===== src/rtl/page_prog_buffer.sv =====
module page_prog_buffer #(
  parameter int ADDR_W      = 9,
  parameter int PAGE_BYTES  = 16,
  parameter int PROG_CYCLES = 40
) (
  input  logic              clk,
  input  logic              rst_n,
  input  logic              cmd_start,
  input  logic              cmd_status,
  input  logic [ADDR_W-1:0] start_addr,
  input  logic              byte_valid,
  input  logic [7:0]        byte_data,
  input  logic              on_boundary,
  input  logic              cs_rise,
  input  logic              permit,
  output logic              arr_we,
  output logic [ADDR_W-1:0] arr_addr,
  output logic [7:0]        arr_wdata,
  output logic              sr_we,
  output logic [7:0]        sr_wdata,
  output logic              wip
);
  localparam int OFF_W = $clog2(PAGE_BYTES);
  localparam int CNT_W = $clog2(PROG_CYCLES + 1);

  logic                    loading, kind_sr, have_byte;
  logic [ADDR_W-OFF_W-1:0] page_base;
  logic [OFF_W-1:0]        wr_off;
  logic [PAGE_BYTES-1:0]   mask;
  logic [7:0]              latch [PAGE_BYTES];
  logic [7:0]              last_byte;
  logic [CNT_W-1:0]        cnt;
  logic [OFF_W-1:0]        slot;
  logic                    commit, in_scan;

  assign commit  = loading & cs_rise & on_boundary & have_byte & permit;
  assign slot    = cnt[OFF_W-1:0];
  assign in_scan = cnt < CNT_W'(PAGE_BYTES);

  always_ff @(posedge clk or negedge rst_n) begin
    if (!rst_n) begin
      loading   <= 1'b0;
      kind_sr   <= 1'b0;
      have_byte <= 1'b0;
      page_base <= '0;
      wr_off    <= '0;
      mask      <= '0;
      last_byte <= '0;
      cnt       <= '0;
      wip       <= 1'b0;
      arr_we    <= 1'b0;
      arr_addr  <= '0;
      arr_wdata <= '0;
      sr_we     <= 1'b0;
      sr_wdata  <= '0;
      for (int i = 0; i < PAGE_BYTES; i++) latch[i] <= '0;
    end else begin
      arr_we <= 1'b0;
      sr_we  <= 1'b0;
      if (wip) begin
        if (in_scan && !kind_sr && mask[slot]) begin
          arr_we    <= 1'b1;
          arr_addr  <= {page_base, slot};
          arr_wdata <= latch[slot];
        end
        if (cnt == '0 && kind_sr) begin
          sr_we    <= 1'b1;
          sr_wdata <= last_byte;
        end
        if (cnt == CNT_W'(PROG_CYCLES - 1)) wip <= 1'b0;
        cnt <= cnt + 1'b1;
      end else if (commit) begin
        wip     <= 1'b1;
        cnt     <= '0;
        loading <= 1'b0;
      end else if (cmd_start) begin
        loading   <= 1'b1;
        kind_sr   <= cmd_status;
        page_base <= start_addr[ADDR_W-1:OFF_W];
        wr_off    <= start_addr[OFF_W-1:0];
        mask      <= '0;
        have_byte <= 1'b0;
      end else if (loading && cs_rise) begin
        loading <= 1'b0;
      end else if (loading && byte_valid) begin
        latch[wr_off] <= byte_data;
        mask[wr_off]  <= 1'b1;
        wr_off        <= wr_off + 1'b1;
        last_byte     <= byte_data;
        have_byte     <= 1'b1;
      end
    end
  end
endmodule


===== config.mk =====
export PLATFORM = sky130hd
export DESIGN_NAME = page_prog_buffer
export DESIGN_NICKNAME = d
export VERILOG_FILES = /design/src/rtl/page_prog_buffer.sv
export SDC_FILE = /design/constraint.sdc
export NUM_CORES = 1
export LEC_CHECK = 0
export CORE_ASPECT_RATIO = 1.25
export CORE_UTILIZATION = 63
export DETAILED_ROUTE_END_ITERATION = 8
export DONT_BUFFER_PORTS = 1
export PLACE_DENSITY = 0.89
export SLEW_MARGIN = 20
export SYNTH_ARGS = -nofsm -noshare
export SYNTH_HDL_FRONTEND = slang
export SYNTH_SLANG_ARGS = --single-unit

===== constraint.sdc =====
create_clock -name clk -period 2.8 [get_ports clk]
set_input_delay 0.14 -clock clk [delete_from_list [all_inputs] [get_ports clk]]
set_output_delay 0.14 -clock clk [all_outputs]
set_load 0.02 [all_outputs]

* Word level (Yosys, flattened, before mapping)
Index checks and enable logic that the tools add are counted.
** Storage, ports and cells
- Flip-flop bits (word level) :: 198
- Input port bits :: 25
** Cells by class
- $add $sub $neg :: 2
- Magnitude comparators :: 7
- Equality and inequality tests :: 2
- Muxes and demuxes :: 31
- Bitwise gates (word level) :: 11
- Reduce and logical (&&, ||, !) cells :: 18
** Operators by type and width (count)
- 128-bit bitwise mux :: 1
- 16-bit 2-to-1 mux :: 3
- 8-bit binary-select mux with 4-bit select :: 1
- 8-bit demux with 4-bit select :: 1
- 8-bit 2-to-1 mux :: 3
- 16-bit OR :: 1
- 1-bit 2-to-1 mux :: 15
- 4-bit 2-to-1 mux :: 3
- 6-bit 2-to-1 mux :: 2
- 5-bit greater-or-equal comparator, second input constant :: 2
- 4-bit by 5-bit less-than comparator with 1-bit output, second input constant :: 2
- 4-bit NOT with 5-bit output :: 2
- 1-bit logical AND :: 7
- 6-bit by 1-bit adder with 6-bit output, second input constant :: 1
- 6-bit equality test, second input constant :: 1
- 6-bit zero test :: 1
- 6-bit by 5-bit less-than comparator with 1-bit output, second input constant :: 1
- 2-bit AND reduction :: 3
- 5-bit by 1-bit less-than comparator with 1-bit output, second input constant :: 1
- 5-bit AND reduction :: 1
- 4-bit by 1-bit adder with 4-bit output, second input constant :: 1
- 1-bit bitwise AND :: 4
- 1-bit binary-select mux with 4-bit select :: 1
- 1-bit demux with 4-bit select :: 1
- other kinds (8) :: 12

* Depth between registers and ports, before layout
- Depth in word-level cells :: 8
- Mapped depth :: 8
- Mapped depth without buffers :: 5

* Least setup slack after synthesis
Ideal clock, no wire load.
- Path kind :: register to register
- From :: reg cnt[1]
- To :: reg arr_addr[5]
- Arrival :: 1934 ps
- Required time :: 2675 ps
- Setup slack :: 740 ps
- Cell stages (with the launch flop) :: 8
- Buffers on the path :: 2
- Clock period less this slack :: 2060 ps
- Path through :: dfrtp_1 -> buf_6 -> mux4_1 -> mux2i_1 -> nor4b_2 -> nor2_4 -> buf_12 -> mux2_4
** Between the ends
- Cells in the longest elaborated chain, start to end :: 4
** RTL lines
- start: declaration :: line 32 : logic [CNT_W-1:0] cnt;
- start signal: assignment :: line 71 : cnt <= cnt + 1'b1;
- 6-bit by 5-bit less-than comparator with 1-bit output or 1-bit binary-select mux with 4-bit select (tied branches) :: line 38, 61
- 1-bit logical AND or 1-bit 2-to-1 mux (tied branches) :: line 61 : if (in_scan && !kind_sr && mask[slot]) begin
- 1-bit logical AND (*) :: line 61
- 2-bit AND reduction (no line) (*)
- end signal: assignment :: line 63 : arr_addr <= {page_base, slot};
- end: declaration :: line 17 : output logic [ADDR_W-1:0] arr_addr,
Mark *: on every way between the ends. The rest lies on a longest branch, timed or not. The select of a mux whose other input is x is not followed.
A chain may end at the register's enable or synchronous reset.

* Worst setup path in the final report
- From :: reg cnt[0]
- To :: reg arr_addr[4]
Same word-level chain as after synthesis.

==> metrics.md <==
| Metric | Value |
|---|---|
| Status | finished with violations |
| Failing checks | negative hold slack |
| Max cap viols | 0 |
| Vias in the first global route | 5,949 |
| Peak VDD IR | 0.000588 V |
| Tmin final | 2.36 ns |
| Leading area contributor after synthesis | dfrtp_1 |
| Fraction of layout cells with a size suffix above 1 | 0.395 |
| Syn Inst Count | 600 |
| Post-CTS Resized | 0 |
| Asr flop ratio synth | 1.00 |
| Routed len/inst | 25.1 µm |
| Post-synth EDFFs | 0 |
| Worst-Skew Late Latency | 0.44 ns |
| Worst slew pin tran | 0.860 ns |
| CTS tree | built |
| Num Clock Sinks | 198 |
| Nets | between 600 and 700 |
| Fmax achieved | 0.423 GHz |
| Syn_nets | 631 |
| Cell with the most instances after synthesis | dfrtp_1 |
| Hold buffers post-CTS | 20 |
| Max-slew violations | 0 |
| Synth Flop Type | dfrtp_1 |
| Core area | 13,400 µm² |
| Max Clock Skew | 0.00868 ns |
| RSZ-0062 raised after global routing | false |
| Distinct cell type count of the synthesized netlist | roughly 40 |
| Total GRT Usage | 0.310 |
| GR Overflow Total | 0 |
| Ant diodes | 0 |
| Synth area leaders | dfrtp_1 (57%), mux2_2 (19%), mux4_2 (8.8%) |
| Period utilization | 0.844 |
| Pwr Density | approximately 930 nW/µm² |
| Yosys reg bits | 198 |
| Post-route DRC | 0 |
| Cts bufs inserted | 17 |
| Synthesized area | a little under 9000 µm² |
| Clock transition at path regs | ~0.070 ns |
| # IOs | 53 |
| Crit path launch type | flop |
| Compound-Gate Fraction of Synth Area | 0.0361 |
| Clock buffer depth | 2 |
| Register area share after synthesis | 0.567 |
| Global-route wire length before repair | 32.3 mm |
| Die Width | ~110 µm |
| Post-Synth XOR/XNOR Area | 0.00401 |
| Slew headroom | 0.425 |
| Synth top area share | 0.567 |
| Total Wirelength | roughly 20 mm |
| Iter 0 DRT Violations | 398 |
| Clk root buf | clkbuf_16 |
| Placement Cell Area | 8990 µm² |
| Final setup TNS | 0 ns |
| Pin count of the biggest net entering global routing | approximately 200 |
| Filler Cells Inserted | 789 |
| Initial core utilization | 0.652 |
| Crit path arrival time | roughly 2.7 ns |
| Synth warn | 0 |
| Hold slack | -0.602 ns |
| Endpoints failing hold | around 200 |
| H-tree lvl count | 4 |
| FP Rows | 47 |
| Simple-gate share of the synthesized area | 0.0475 |
| Initial antenna violation count | 0 |
| Crit Path Class | flop to flop |
| Main combinational cell family by area after synthesis | multiplexers |
| Crit-path max FO | 41 |
| Syn Area/Cell | 14.6 µm² |
| Most frequent cells after synthesis | dfrtp_1 (198), mux2_2 (151), nand2_1 (38) |
| DIE AREA | 14,400 µm² |
| Via count | 5,332 |
| Setup crit end kind | flop |
| P&R area growth vs syn | 11.7% |
| Hpwl dp | around 12 mm |
| Placer Congestion | 0.853 |
| Via density | roughly 6.6 |
| Die boundary height | 134 µm |
| WP data required | ~3.1 ns |
| Final setup violation count | 0 |
| Post-route ant nets | 0 |
| IO Port Bufs | 0 |
| Mux contribution to synthesized area | 0.307 |
| Synth Area in Adders | 0.00859 |
| Leak | around 0.0047 µW |
| Worst Hold Class | primary input to asynchronous set/reset pin |
| Drt first pass iters | 5 |
| Post-CTS setup buffers | 0 |
| Design area | roughly 9800 µm² |
==> power breakdown <==
| group | total, µW | switching, µW | internal, µW |
|---|---|---|---|
| Clock | 2390 | 1020 | 1370 |
| Combinational | 2400 | 1140 | 1260 |
| Sequential | 4310 | 657 | 3650 |
==> layout make-up <==
cell class | count | area [µm²] | share of cell area
clock buffers | 22 | 474 | 0.0486
clock inverters | 8 | 100 | 0.0103
inverters | 24 | 90.1 | 0.00923
multi-input cells | 344 | 3520 | 0.361
flip-flops and latches | 198 | 4960 | 0.508
well taps | 171 | 214 | 0.0219
repair buffers | 44 | 405 | 0.0415
==> layout by cell type, fill, tap and decap left out, types with 2 or more instances in the layout <==
cell type,instances
a31oi_1,2
dfrtp_1,197
nand2_1,38
o21ai_0,11
a22oi_1,16
mux2_4,9
a21oi_1,18
nand4_1,4
clkinv_2,3
nand3_1,18
xor2_1,2
clkinv_4,2
nor3_1,3
inv_1,24
mux4_2,34
xnor2_1,2
nor2b_1,2
buf_12,2
dlygate4sd3_1,20
bufinv_16,2
clkbuf_16,17
nor2_1,8
clkbuf_8,3
mux2i_1,3
mux4_1,2
clkbuf_1,2
mux2_2,151
buf_4,22
ha_1,6
==> kinds of logic (layout without fill, tap and decap cells) <==
group | count (synthesis) | count (layout)
AO/OA/AOI/OAI | 52 | 52
XOR/XNOR | 4 | 4
adder cells (fa/ha/maj) | 6 | 6
buffers and inverters | 58 | 98
flip-flops | 198 | 198
multiplexers | 199 | 199
AND/OR/NAND/NOR | 83 | 83
==> registers in the layout, indices dropped and copies added, names as in the netlist, 4 cells and up <==
name / count
mask: 16
wr_off: 4
arr_wdata: 8
cnt: 6
sr_wdata: 8
last_byte: 8
arr_addr: 9
page_base: 5
latch: 128
==> stage by stage <==
| step | power [µW] | setup WS [ns] | std cells | util |
|---|---|---|---|---|
| final | 9100 | 0.437 | 811 | 0.728 |
| after global placement | 6350 | 0.625 | 761 | 0.670 |
| after global routing | 9480 | 0.333 | 811 | 0.728 |
| after detailed placement | 6590 | 0.521 | 761 | 0.670 |
| after floorplan | 5990 | 0.740 | 600 | - |
| after CTS | 9100 | 0.412 | 811 | 0.728 |
==> critical path, cell delays in order (launching register included) <==
cell     delay (ns)
dfrtp_2        0.40
buf_12         0.32
mux4_1         0.36
mux2i_1        0.25
nor4b_2        0.12
nor2_4         0.23
buf_12         0.20
mux2_2         0.35
==> final timing paths <==
| check | startpoint | endpoint | slack, ns | cells after the start |
|---|---|---|---|---|
| worst max-delay path | cnt[0] | arr_addr[4] | 0.44 | 7 |
| worst min-delay path | rst_n | arr_wdata[3] | -0.60 | 0 |
| worst max register to register | cnt[0] | arr_addr[4] | 0.44 | 7 |
| worst min register to register | latch[64] | latch[64] | 0.50 | 1 |
| max in group asynchronous | rst_n | latch[73] | 3.13 | 0 |
| min in group clk | cmd_start | loading | 0.04 | 2 |
==> routing by layer <==
metal,global-route usage,share of wire
met5,0,0
met4,0.179,0.042
met3,0.0739,0.066
met2,0.521,0.52
met1,0.364,0.37
(Power assumes the default switching activity.)
